## src/rtl/agr_pkg.sv

```systemverilog
// Package agr_pkg
// Shared slot map and fault record for the guarded register slave.
// Assumes a word-addressed map of NUM_SLOTS slots starting at offset 0.
package agr_pkg;

    localparam int NUM_SLOTS = 5;

    // Slot order is what the address decode uses: word index = slot number.
    typedef enum logic [2:0] {
        SLOT_CTRL_A = 3'd0,
        SLOT_CTRL_B = 3'd1,
        SLOT_STATUS = 3'd2,
        SLOT_GUARD  = 3'd3,
        SLOT_PROG   = 3'd4
    } slot_e;

    // One flag per reason a transfer is refused.
    typedef struct packed {
        logic unmapped;
        logic read_only;
        logic prot_deny;
        logic op_fail;
    } fault_t;

    function automatic logic fault_any(input fault_t f);
        return f.unmapped | f.read_only | f.prot_deny | f.op_fail;
    endfunction

endpackage

```

## src/rtl/agr_legality.sv

```systemverilog
// Module agr_legality
// Purely combinational legality judge for one transfer.
// Assumes the word index is already stripped of byte-lane bits. The op_fail
// input is the simulated program/erase outcome for the data being written.
module agr_legality
    import agr_pkg::*;
#(
    parameter int IDX_W = 6
) (
    input  logic [IDX_W-1:0] word_idx,
    input  logic             is_write,
    input  logic             priv,
    input  logic             nonsecure,
    input  logic             op_fail_bit,
    output slot_e            slot,
    output logic             mapped,
    output fault_t           fault,
    output logic             bad
);

    localparam logic [IDX_W-1:0] LAST_IDX = IDX_W'(NUM_SLOTS - 1);

    // Decode the slot and classify every refusal reason.
    always_comb begin
        mapped          = (word_idx <= LAST_IDX);
        slot            = mapped ? slot_e'(word_idx[2:0]) : SLOT_CTRL_A;
        fault.unmapped  = !mapped;
        fault.read_only = is_write && mapped && (slot == SLOT_STATUS);
        fault.prot_deny = is_write && mapped && (slot == SLOT_GUARD)
                          && !(priv && !nonsecure);
        fault.op_fail   = is_write && mapped && (slot == SLOT_PROG) && op_fail_bit;
        bad             = fault_any(fault);
    end

endmodule

```

## src/rtl/agr_wait_gen.sv

```systemverilog
// Module agr_wait_gen
// Stretches an access by WAIT_STATES cycles when asked to.
// Assumes need_wait stays steady through the access phase (bus rule).
module agr_wait_gen #(
    parameter int WAIT_STATES = 3
) (
    input  logic clk,
    input  logic rst_n,
    input  logic need_wait,
    output logic ready
);

    localparam int CNT_W = $clog2(WAIT_STATES + 2);
    localparam logic [CNT_W-1:0] CNT_DONE = CNT_W'(WAIT_STATES);

    logic [CNT_W-1:0] cnt_q;

    // Ready is high unless a stalled access has not yet served its wait cycles.
    always_comb begin
        ready = !need_wait || (cnt_q == CNT_DONE);
    end

    // Count stalled cycles; clear once the access finishes or nothing waits.
    always_ff @(posedge clk) begin
        if (!rst_n) begin
            cnt_q <= '0;
        end else if (need_wait && !ready) begin
            cnt_q <= cnt_q + 1'b1;
        end else begin
            cnt_q <= '0;
        end
    end

endmodule

```

## src/rtl/agr_reg_bank.sv

```systemverilog
// Module agr_reg_bank
// Storage for the writable slots plus the computed read-only status word.
// Assumes commit is already qualified by legality; no other path writes.
module agr_reg_bank
    import agr_pkg::*;
#(
    parameter int          DATA_W     = 32,
    parameter logic [7:0]  STATUS_TAG = 8'hA5
) (
    input  logic                             clk,
    input  logic                             rst_n,
    input  logic                             commit,
    input  slot_e                            slot,
    input  logic [DATA_W-1:0]                wdata,
    output logic [NUM_SLOTS-1:0][DATA_W-1:0] regs_o
);

    for (genvar i = 0; i < NUM_SLOTS; i++) begin : g_slot
        if (i == int'(SLOT_STATUS)) begin : g_ro
            // Status word: identity tag on top, bit0 shows PROG holds data.
            assign regs_o[i] = {STATUS_TAG, {(DATA_W - 9){1'b0}},
                                (regs_o[int'(SLOT_PROG)] != '0)};
        end else begin : g_rw
            logic [DATA_W-1:0] cell_q;

            // Capture write data only on a qualified commit to this slot.
            always_ff @(posedge clk) begin
                if (!rst_n) begin
                    cell_q <= '0;
                end else if (commit && (slot == slot_e'(3'(i)))) begin
                    cell_q <= wdata;
                end
            end

            assign regs_o[i] = cell_q;
        end
    end

endmodule

```

## src/rtl/agr_read_mux.sv

```systemverilog
// Module agr_read_mux
// Selects the read word; returns zero for unmapped or non-read cycles.
// Assumes slot is only meaningful when mapped is high.
module agr_read_mux
    import agr_pkg::*;
#(
    parameter int DATA_W = 32
) (
    input  logic [NUM_SLOTS-1:0][DATA_W-1:0] regs,
    input  slot_e                            slot,
    input  logic                             mapped,
    input  logic                             rd_en,
    output logic [DATA_W-1:0]                rdata
);

    // Drive the chosen slot during a read access, zero otherwise.
    always_comb begin
        rdata = (rd_en && mapped) ? regs[int'(slot)] : '0;
    end

endmodule

```

## src/rtl/apb_guarded_regs.sv

```systemverilog
// Module apb_guarded_regs
// APB subordinate with five slots whose write enables are gated by legality.
// A refused write completes normally with bus_err high and commits nothing.
// Assumes the manager holds address, data and attributes stable through
// setup and access, as the bus requires.
module apb_guarded_regs
    import agr_pkg::*;
#(
    parameter int         DATA_W      = 32,
    parameter int         ADDR_W      = 8,
    parameter int         WAIT_STATES = 3,
    parameter int         FAIL_BIT    = DATA_W - 1,
    parameter logic [7:0] STATUS_TAG  = 8'hA5
) (
    input  logic              clk,
    input  logic              rst_n,
    input  logic              bus_sel,
    input  logic              bus_enable,
    input  logic              bus_write,
    input  logic [ADDR_W-1:0] bus_addr,
    input  logic [DATA_W-1:0] bus_wdata,
    input  logic [2:0]        bus_prot,
    output logic [DATA_W-1:0] bus_rdata,
    output logic              bus_ready,
    output logic              bus_err
);

    localparam int IDX_W = ADDR_W - 2;

    logic [IDX_W-1:0]                 word_idx;
    logic                             access;
    logic                             done;
    logic                             need_wait;
    logic                             wait_ready;
    logic                             commit;
    logic                             mapped;
    logic                             bad;
    slot_e                            slot;
    fault_t                           fault;
    logic [NUM_SLOTS-1:0][DATA_W-1:0] reg_view;
    logic                             unused_bits;

    assign word_idx    = bus_addr[ADDR_W-1:2];
    assign unused_bits = ^{bus_addr[1:0], bus_prot[2], fault};

    agr_legality #(.IDX_W(IDX_W)) u_legal (
        .word_idx    (word_idx),
        .is_write    (bus_write),
        .priv        (bus_prot[0]),
        .nonsecure   (bus_prot[1]),
        .op_fail_bit (bus_wdata[FAIL_BIT]),
        .slot        (slot),
        .mapped      (mapped),
        .fault       (fault),
        .bad         (bad)
    );

    // Phase decode, completion and the qualified commit.
    always_comb begin
        access    = bus_sel && bus_enable;
        need_wait = access && bus_write && mapped && (slot == SLOT_PROG);
        bus_ready = wait_ready;
        done      = access && wait_ready;
        bus_err   = done && bad;
        commit    = done && bus_write && !bad;
    end

    agr_wait_gen #(.WAIT_STATES(WAIT_STATES)) u_wait (
        .clk       (clk),
        .rst_n     (rst_n),
        .need_wait (need_wait),
        .ready     (wait_ready)
    );

    agr_reg_bank #(.DATA_W(DATA_W), .STATUS_TAG(STATUS_TAG)) u_bank (
        .clk    (clk),
        .rst_n  (rst_n),
        .commit (commit),
        .slot   (slot),
        .wdata  (bus_wdata),
        .regs_o (reg_view)
    );

    agr_read_mux #(.DATA_W(DATA_W)) u_rmux (
        .regs   (reg_view),
        .slot   (slot),
        .mapped (mapped),
        .rd_en  (access && !bus_write),
        .rdata  (bus_rdata)
    );

    // Error may only show when the bus sees a completion.
    assert_err_on_done_R3: assert property (@(posedge clk) disable iff (!rst_n)
        bus_err |-> (bus_sel && bus_enable && bus_ready));

    // A refused write leaves every slot as it was.
    assert_fault_frozen_R9: assert property (@(posedge clk) disable iff (!rst_n)
        (bus_sel && bus_enable && bus_ready && bus_write && bus_err) |=> $stable(reg_view));

    // Reads never alter storage.
    assert_read_still_R9: assert property (@(posedge clk) disable iff (!rst_n)
        (bus_sel && bus_enable && bus_ready && !bus_write) |=> $stable(reg_view));

    // Unmapped reads error and return zero.
    assert_unmapped_read_R4: assert property (@(posedge clk) disable iff (!rst_n)
        (bus_sel && bus_enable && bus_ready && !bus_write
         && (word_idx >= IDX_W'(NUM_SLOTS))) |-> (bus_err && (bus_rdata == '0)));

    // Status slot refuses every write.
    assert_status_ro_R5: assert property (@(posedge clk) disable iff (!rst_n)
        (bus_sel && bus_enable && bus_ready && bus_write
         && (word_idx == IDX_W'(2))) |-> bus_err);

    // Only PROG writes may stall the bus.
    assert_fast_path_R7: assert property (@(posedge clk) disable iff (!rst_n)
        (bus_sel && bus_enable && !(bus_write && (word_idx == IDX_W'(4)))) |-> bus_ready);

endmodule

```

## config.mk

```make
export PLATFORM = sky130hd
export DESIGN_NAME = apb_guarded_regs
export DESIGN_NICKNAME = d
export VERILOG_FILES = /design/src/rtl/agr_pkg.sv /design/src/rtl/agr_legality.sv /design/src/rtl/agr_wait_gen.sv /design/src/rtl/agr_reg_bank.sv /design/src/rtl/agr_read_mux.sv /design/src/rtl/apb_guarded_regs.sv
export SDC_FILE = /design/constraint.sdc
export NUM_CORES = 1
export LEC_CHECK = 0
export ABC_AREA = 1
export ABC_CLOCK_PERIOD_IN_PS = 5890
export CORE_UTILIZATION = 43
export DETAILED_ROUTE_END_ITERATION = 6
export SLEW_MARGIN = 15
export SYNTH_ARGS = -nofsm -noshare
export SYNTH_HDL_FRONTEND = slang
export SYNTH_SLANG_ARGS = --single-unit
```

## constraint.sdc

```tcl
create_clock -name clk -period 5.89 [get_ports clk]
set_input_delay 1.4725 -clock clk [delete_from_list [all_inputs] [get_ports clk]]
set_output_delay 1.4725 -clock clk [all_outputs]
set_load 0.02 [all_outputs]
```

# == After elaboration in Yosys (flattened, before gate mapping) ==
# Index checks and enable logic that the tools add are counted.
# word_totals
reg_bits,131
output_inout_bits,34
# classes
add_sub_neg,1
order_cmp,2
eq_ne,5
muxes,4
n_bitwise,3
reduce_logical,33
# ops
operator,count
32-bit binary-select mux with 3-bit select,1
32-bit two-way mux,2
32-bit nonzero test,1
1-bit logical AND,22
3-bit by 2-bit == test with 1-bit output (second input constant),3
1-bit logical NOT,7
6-bit by 3-bit <= comparator with 1-bit output (second input constant),1
3-bit by 4-bit < comparator with 1-bit output (second input constant),1
3-bit by 1-bit adder with 3-bit output (second input constant),1
3-bit by 1-bit == test with 1-bit output (second input constant),1
3-bit == test (second input constant),1
3-bit logical NOT,1
3-bit two-way mux,1
1-bit bitwise OR,3
2-bit AND reduction,1
1-bit logical OR,1

# == Longest topological paths before layout ==
# Gate-level depths: netlist of the first run.
# logic_depth
depth_word,10
ltp_mapped,14

# == Hierarchy ==
# From an unflattened synthesis of the first run, not the netlist that was laid out.
# hier_totals
hier_cells,1096
hier_area_um2,6969.2
# by_module_without_submodules
mod,n_inst,cells_each,area_per_inst_um2,seq_area_each_um2
agr_reg_bank,1,643,4879.7,2562.5
agr_read_mux,1,391,1719.1,0.0
agr_legality,1,35,191.4,0.0
agr_wait_gen,1,13,121.4,60.1
apb_guarded_regs,1,14,57.6,0.0

# == Worst setup path before layout of the first run ==
# OpenSTA, ideal clock, no wires.
# synth_timing
path_kind,input to output
start,input port bus_addr[2]
end,output port bus_rdata[0]
t_arrival_ns,2.824
t_required_ns,4.418
path_slack_ns,1.594
stages,10
cell_sequence,buf_2 > inv_2 > nand2_2 > nand2_1 > nand2_4 > nor2_8 > buf_2 > buf_2 > nand2_1 > a21oi_1
# synth_between
elab_chain_len,5
word_cells_on_any_way,6
cone_classes,order compare: 1; mux: 4; reduce/logical: 1
# synth_lines
element,line_no,source
"start, declared",apb_guarded_regs.sv:20,"input logic [ADDR_W-1:0] bus_addr,"
6-bit by 3-bit <= comparator with 1-bit output,agr_legality.sv:25,mapped = (word_idx <= LAST_IDX);
3-bit two-way mux,agr_legality.sv:26,slot = mapped ? slot_e'(word_idx[2:0]) : SLOT_CTRL_A;
32-bit binary-select mux with 3-bit select,agr_read_mux.sv:18,rdata = (rd_en && mapped) ? regs[int'(slot)] : '0;
32-bit two-way mux (not written as such),agr_read_mux.sv:18,
32-bit two-way mux (*),agr_read_mux.sv:18,
"end, declared",apb_guarded_regs.sv:23,"output logic [DATA_W-1:0] bus_rdata,"
# Every way passes the cells marked *; elsewhere a longest branch is shown, timed or not. The select of a mux whose other input is x is not followed.

# == Final worst setup path of the first run ==
# layout_timing
start,input port bus_addr[7]
end,output port bus_rdata[21]
# layout_between
elab_chain_len,5
word_cells_on_any_way,6
cone_classes,order compare: 1; mux: 4; reduce/logical: 1
# layout_lines
element,line_no
6-bit by 3-bit <= comparator with 1-bit output (*),agr_legality.sv:25
3-bit two-way mux,agr_legality.sv:26
32-bit binary-select mux with 3-bit select,agr_read_mux.sv:18
32-bit two-way mux (not written as such),agr_read_mux.sv:18
32-bit two-way mux (*),agr_read_mux.sv:18
# Marked as above.

==> results.toml, run 1 <==
[sta]
worstMarginPinSlew_ps = 1080
final.setup.tns_ps = 0
fin_worst_skew_ps = 10.0
rsz0062_at_grt = "false"
slew_viol_final = 0
relSlewSlack = 0.278
finalCritPeriodShare = 0.965
layout_min_cycle_time_ps = 5680
final_hold_viol_count = 0
max_freq_ghz = 0.176
setup_viol = 0

[worst_setup_path]
crit_chain = "clkdlybuf4s50_1, nor2_2, nand2_1, inv_2, nand2_4, nor2_2, buf_4, a21oi_1, nand3_1, a21oi_1, clkdlybuf4s50_1"
r2r_slack_ps = 3680
worstSetupPathType = "input port to primary output"
crit_path_end_kind = "primary output"
critPathLaunchType = "input port"
cp.arrival_ps = 4210
slowest_delay_ps = 800
crit_fanout = 20
crit_slowest_cell = "nor2_2"
crit_required_ps = 4420

[synthesis]
synth_top_area_cell = "dfxtp_1"
synth_seq_cells = 131
syn-cell-area_sq_um = 7030
post_synth_main_area_contributors = "dfxtp_1 (37%), nand2_1 (13%), nor2_1 (11%), nand3_1 (11%), a21oi_1 (11%)"
syn_nets = 1156
synth_seq_area_share = 0.373
yosysUniqueCellTypes = 28
synth_most_common_cell = "nand2_1"
syn_inst = 1106
synth_area_per_cell_sq_um = 6.35
ys.flop_type = "dfxtp_1"
synth_commonest_cells = "nand2_1 (238), nor2_1 (207), nand3_1 (154), a21oi_1 (151), dfxtp_1 (131)"
synthArstFlopShare = 0
synth_edf_count = 0
yosysTopAreaCellShare = 0.373
yosysWarnings = 0

[die]
fp.dieW_microns = 130
num_rows = 46
die-area_sq_um = 16900
die_y_microns = 130
initial_utilization = 0.441
pin_count = 82
placeableCoreArea_sq_um = 15900

[clock_tree]
clk_latency_ps = 420
postCtsSetupBuffers = 0
path_clk_slew_ps = 50
clk_path_buf_depth = 2
cts_hold_buf = 0
cts-resized-gates = 0
numCtsBuffers = 17
cts.sinks = 131
htreeDepth = 4
cts_tree = "done"
root_buffer = "clkbuf_16"

[placement]
place.detailed.hpwl_mm = 9.90
place_area_sq_um = 7800
globalplace.congestion = 0.755
io_buffers = 78

[layout]
multi_input_area_sq_um = 3610
final_nets = 1188
stdcell_area_sq_um = 8360
n_fill_cell = 1691
register_area_sq_um = 2620
antenna_cells = 0
syn2layout_area_growth_pct = 19.0
layout-drive-gt1-share = 0.0783

[run]
maxCapViolations = 0

[grt]
grt_pass1_vias = 5996
antenna_found_initial = 0
grt_start_max_net_pins = 139
gr-max-usage-layer = "met2"
use_met2 = 0.373
grtUsageTotal = 0.228
use_met3 = 0.0439
use_met1 = 0.307
grt_pass1_wl_mm = 30.3
overflow = 0

[routing]
wirelength_mm = 18.2
drc = 0
drt_pass1_iterations = 5
vias_per_cell = 5.00
wl_per_cell_microns = 13.4
ant_nets = 0
vias = 6824
drtIter0Drc = 442

[power]
p_leak_nw = 3.37
ir_worst_vdd_mv = 0.195
p_per_area_nw_per_um2 = 246

[outcome]
status = "completed"

[hold_path]
min_path_type = "flip-flop to flip-flop"
-- through the flow --
| step | std cells | hold WS [ps] | worst slack, ps | power, W | utilization |
|---|---|---|---|---|---|
| after floorplan | 1106 | 397 | 1590 | 0.000994 | - |
| after global placement | 1335 | 413 | 188 | 0.00105 | 0.489 |
| after detailed placement | 1335 | 409 | 200 | 0.00105 | 0.489 |
| after CTS | 1366 | 418 | 194 | 0.00208 | 0.525 |
| after global routing | 1366 | 458 | 16.8 | 0.00213 | 0.525 |
| final | 1366 | 415 | 208 | 0.00206 | 0.525 |
-- sequential cells by signal, indices dropped and copies added (netlist names) --
register                   flops
u_bank.g_slot.g_rw.cell_q    128
u_wait.cnt_q                   3
-- report_power, final --
group	internal (W)	total [W]	switching [W]
Clock	0.000652	0.00103	0.000376
Combinational	0.0000559	0.000143	0.0000866
Sequential	0.000888	0.000889	0.000000865
Total	0.00160	0.00206	0.000463
-- critical path: cells and delay by family --
family                 cells  cell delay, ps
buffers and inverters      4            1380
AND/OR/NAND/NOR            5            1190
AO/OA/AOI/OAI              2             150
-- final timing paths --
| check | startpoint | end | cells after the start |
|---|---|---|---|
| max | bus_addr[7] | bus_rdata[21] | 11 |
| min | u_wait.cnt_q[0] | u_wait.cnt_q[0] | 1 |
| max reg2reg | u_wait.cnt_q[0] | u_bank.g_slot[0].g_rw.cell_q[27] | 10 |
| min reg2reg | u_wait.cnt_q[0] | u_wait.cnt_q[0] | 1 |
-- final cells by class --
| cell class | instances | area share |
|---|---|---|
| Clock buffer | 26 | 0.0585 |
| Clock inverter | 5 | 0.00898 |
| Inverter | 85 | 0.0384 |
| Multi-Input combinational cell | 805 | 0.431 |
| Sequential cell | 131 | 0.314 |
| Tap cell | 216 | 0.0323 |
| Timing Repair Buffer | 98 | 0.117 |
-- per-layer routing --
metal | wire length (microns) | share of wire
met5 | 0 | 0
met3 | 748 | 0.041
met4 | 163 | 0.0089
met1 | 8940 | 0.49
met2 | 8390 | 0.46
-- kinds of logic (layout without fill, tap and decap cells) --
group | after synthesis | count (layout) | share of synthesized area
and+or+nand+nor | 646 | 646 | 0.397
DFF | 131 | 131 | 0.373
adders and majority gates | 2 | 2 | 0.00356
buffers and inverters | 170 | 214 | 0.114
AOI/OAI and AO/OA | 157 | 157 | 0.112
-- cell usage in the layout (no fill, tap or decap) --
| cell type | netlist | routed |
|---|---|---|
| a21oi_1 | 151 | 151 |
| nor2_4 | 1 | 1 |
| nand3_1 | 154 | 154 |
| inv_1 | 80 | 78 |
| nor2_8 | 2 | 2 |
| inv_2 | 4 | 6 |
| clkbuf_1 | 23 | 6 |
| nand2_1 | 238 | 238 |
| and3_1 | 1 | 1 |
| a31oi_1 | 1 | 1 |
| dfxtp_1 | 131 | 131 |
| clkbuf_8 | 0 | 3 |
| inv_4 | 1 | 1 |
| o211ai_1 | 1 | 1 |
| clkbuf_16 | 0 | 17 |
| nand4_1 | 8 | 8 |
| or2_2 | 27 | 27 |
| buf_12 | 0 | 4 |
| nor2_2 | 1 | 2 |
| o21ai_0 | 4 | 4 |
| clkinv_2 | 0 | 3 |
| nor3_1 | 2 | 2 |
| buf_4 | 9 | 17 |
| clkdlybuf4s50_1 | 0 | 77 |
| nand2_2 | 1 | 1 |
| ha_1 | 2 | 2 |
| bufinv_16 | 0 | 2 |
| nand3_2 | 1 | 1 |
| nor3_4 | 1 | 1 |
| nor2_1 | 207 | 206 |
| nand2_4 | 2 | 2 |
Power figures use the tool's default switching activity.
==> inputs of run 2 (changes only) <==
==> constraint.sdc (replaced) <==
create_clock -name clk -period 5.89 [get_ports clk]
set_input_delay 1.178 -clock clk [delete_from_list [all_inputs] [get_ports clk]]
set_output_delay 1.178 -clock clk [all_outputs]
set_load 0.02 [all_outputs]
==> results.toml, run 2 (synthesis gave the netlist of run 1 again) <==
[routing]
met3RoutedLength_microns = 779
ant_nets = 0
drtIter0Drc = 449
drt_pass1_iterations = 5
dr_wl_met2_mm = 8.58
vias_per_cell = 5.03
drc = 0
top_layer = "met4"
wl_met1_mm = 9.11
wirelength_mm = 18.7
vias = 6852
wl_per_cell_microns = 13.8

[clock_tree]
cts_tree = "done"
numCtsBuffers = 17
clk_latency_ps = 420
clk_path_buf_depth = 2
postCtsSetupBuffers = 0
cts_hold_buf = 0
path_clk_slew_ps = 50
cts.sinks = 131
htreeDepth = 4
root_buffer = "clkbuf_16"
cts-resized-gates = 0

[die]
die_y_microns = 130
pin_count = 82
initial_utilization = 0.441
placeableCoreArea_sq_um = 15900
fp.dieW_microns = 130
num_rows = 46
die-area_sq_um = 16900

[sta]
final.setup.tns_ps = 0
worstMarginPinSlew_ps = 826
finalWorstSetupSlack_ps = 934
slew_viol_final = 0
setup_viol = 0
relSlewSlack = 0.449
final_hold_viol_count = 0
layout_min_cycle_time_ps = 4960
fin_worst_skew_ps = 6.20
finalCritPeriodShare = 0.841
max_freq_ghz = 0.202
rsz0062_at_grt = "false"

[power]
ir_worst_vdd_mv = 0.209
p_leak_nw = 3.34
total_power_w = 0.00205
p_per_area_nw_per_um2 = 247

[worst_setup_path]
worstSetupPathType = "input port to primary output"
crit_required_ps = 4710
crit_slowest_cell = "clkdlybuf4s50_1"
crit_path_end_kind = "primary output"
critPathLaunchType = "input port"
cp_common_cell = "nand2_1"
cp.arrival_ps = 3780
slowest_delay_ps = 630
crit_fanout = 21
crit_chain = "clkdlybuf4s50_1, o211ai_1, buf_4, nand2_1, inv_2, nand2_1, nand2_1, nor2_1, nor2_1, clkdlybuf4s50_1"

[grt]
grt_pass1_wl_mm = 30.5
grtUsageTotal = 0.232
grt_pass1_vias = 5963
antenna_found_initial = 0
overflow = 0
grt_start_max_net_pins = 181

[layout]
syn2layout_area_growth_pct = 18.2
reg_top3 = "u_bank.g_slot.g_rw.cell_q: 128 flops, u_wait.cnt_q: 3 flops"
final_nets = 1183
largest_register_ffs = 128
regMostFlops = "u_bank.g_slot.g_rw.cell_q"
finalNonFillerCells = 1361
layout_commonest_cell = "nand2_1"
layout_common_cells = "nand2_1 (238), nor2_1 (206), nand3_1 (154)"
antenna_cells = 0
layout-drive-gt1-share = 0.0760

[placement]
place.detailed.hpwl_mm = 10.1
pre_cts_ws_ps = 993
globalplace.congestion = 0.743
dp_cells = 1330
io_buffers = 78

[run]
maxCapViolations = 0

[outcome]
status = "completed"

[hold_path]
min_path_type = "flip-flop to flip-flop"
-- run 2: changes by cell type in the layout (fill, tap and decap cells not counted), sizes merged --
| cell | change |
|---|---|
| clkbuf | +1 |
| buf | -5 |
| bufinv | -1 |
-- run 2: layer usage --
metal  GRT usage  up-vias
li1            -     3572
met1       0.305     3110
met2       0.387      147
met3      0.0390       23
met4      0.0759        0
met5           0        -
-- run 2: final cells by class --
type,instances,area (sq um)
Fill cell,1691,7640
Multi-Input combinational cell,805,3610
Sequential cell,131,2620
Timing Repair Buffer,93,916
Clock buffer,27,523
Inverter,85,322
Tap cell,216,270
Clock inverter,4,45.0
-- run 2: critical path: cells and delay by family --
kind	cells	cell delay, ps
AO/OA/AOI/OAI	1	570
buffers and inverters	4	1600
AND/OR/NAND/NOR	5	420
-- run 2: metrics by stage --
stage / utilization / hold WS (ps) / instance area [sq um]
final: 0.521 / 432 / 8300
after global routing: 0.521 / 451 / 8300
after CTS: 0.521 / 427 / 8300
after detailed placement: 0.485 / 418 / 7740
after global placement: 0.485 / 412 / 7740
after floorplan: - / 397 / 7030
-- run 2: worst paths after layout --
kind	slack, ps	endpoint	start	depth (start not counted)
setup / recovery	930	bus_rdata[30]	bus_addr[2]	10
hold reg to reg	430	u_wait.cnt_q[0]	u_wait.cnt_q[0]	1
setup reg to reg	3230	u_bank.g_slot[4].g_rw.cell_q[11]	u_wait.cnt_q[0]	10
hold / removal	430	u_wait.cnt_q[0]	u_wait.cnt_q[0]	1
-- run 2: report_power, final --
group / internal, W / switching [W]
combinational: 0.0000534 / 0.0000870
clock: 0.000644 / 0.000380
sequential: 0.000888 / 0.000000875
total: 0.00159 / 0.000468
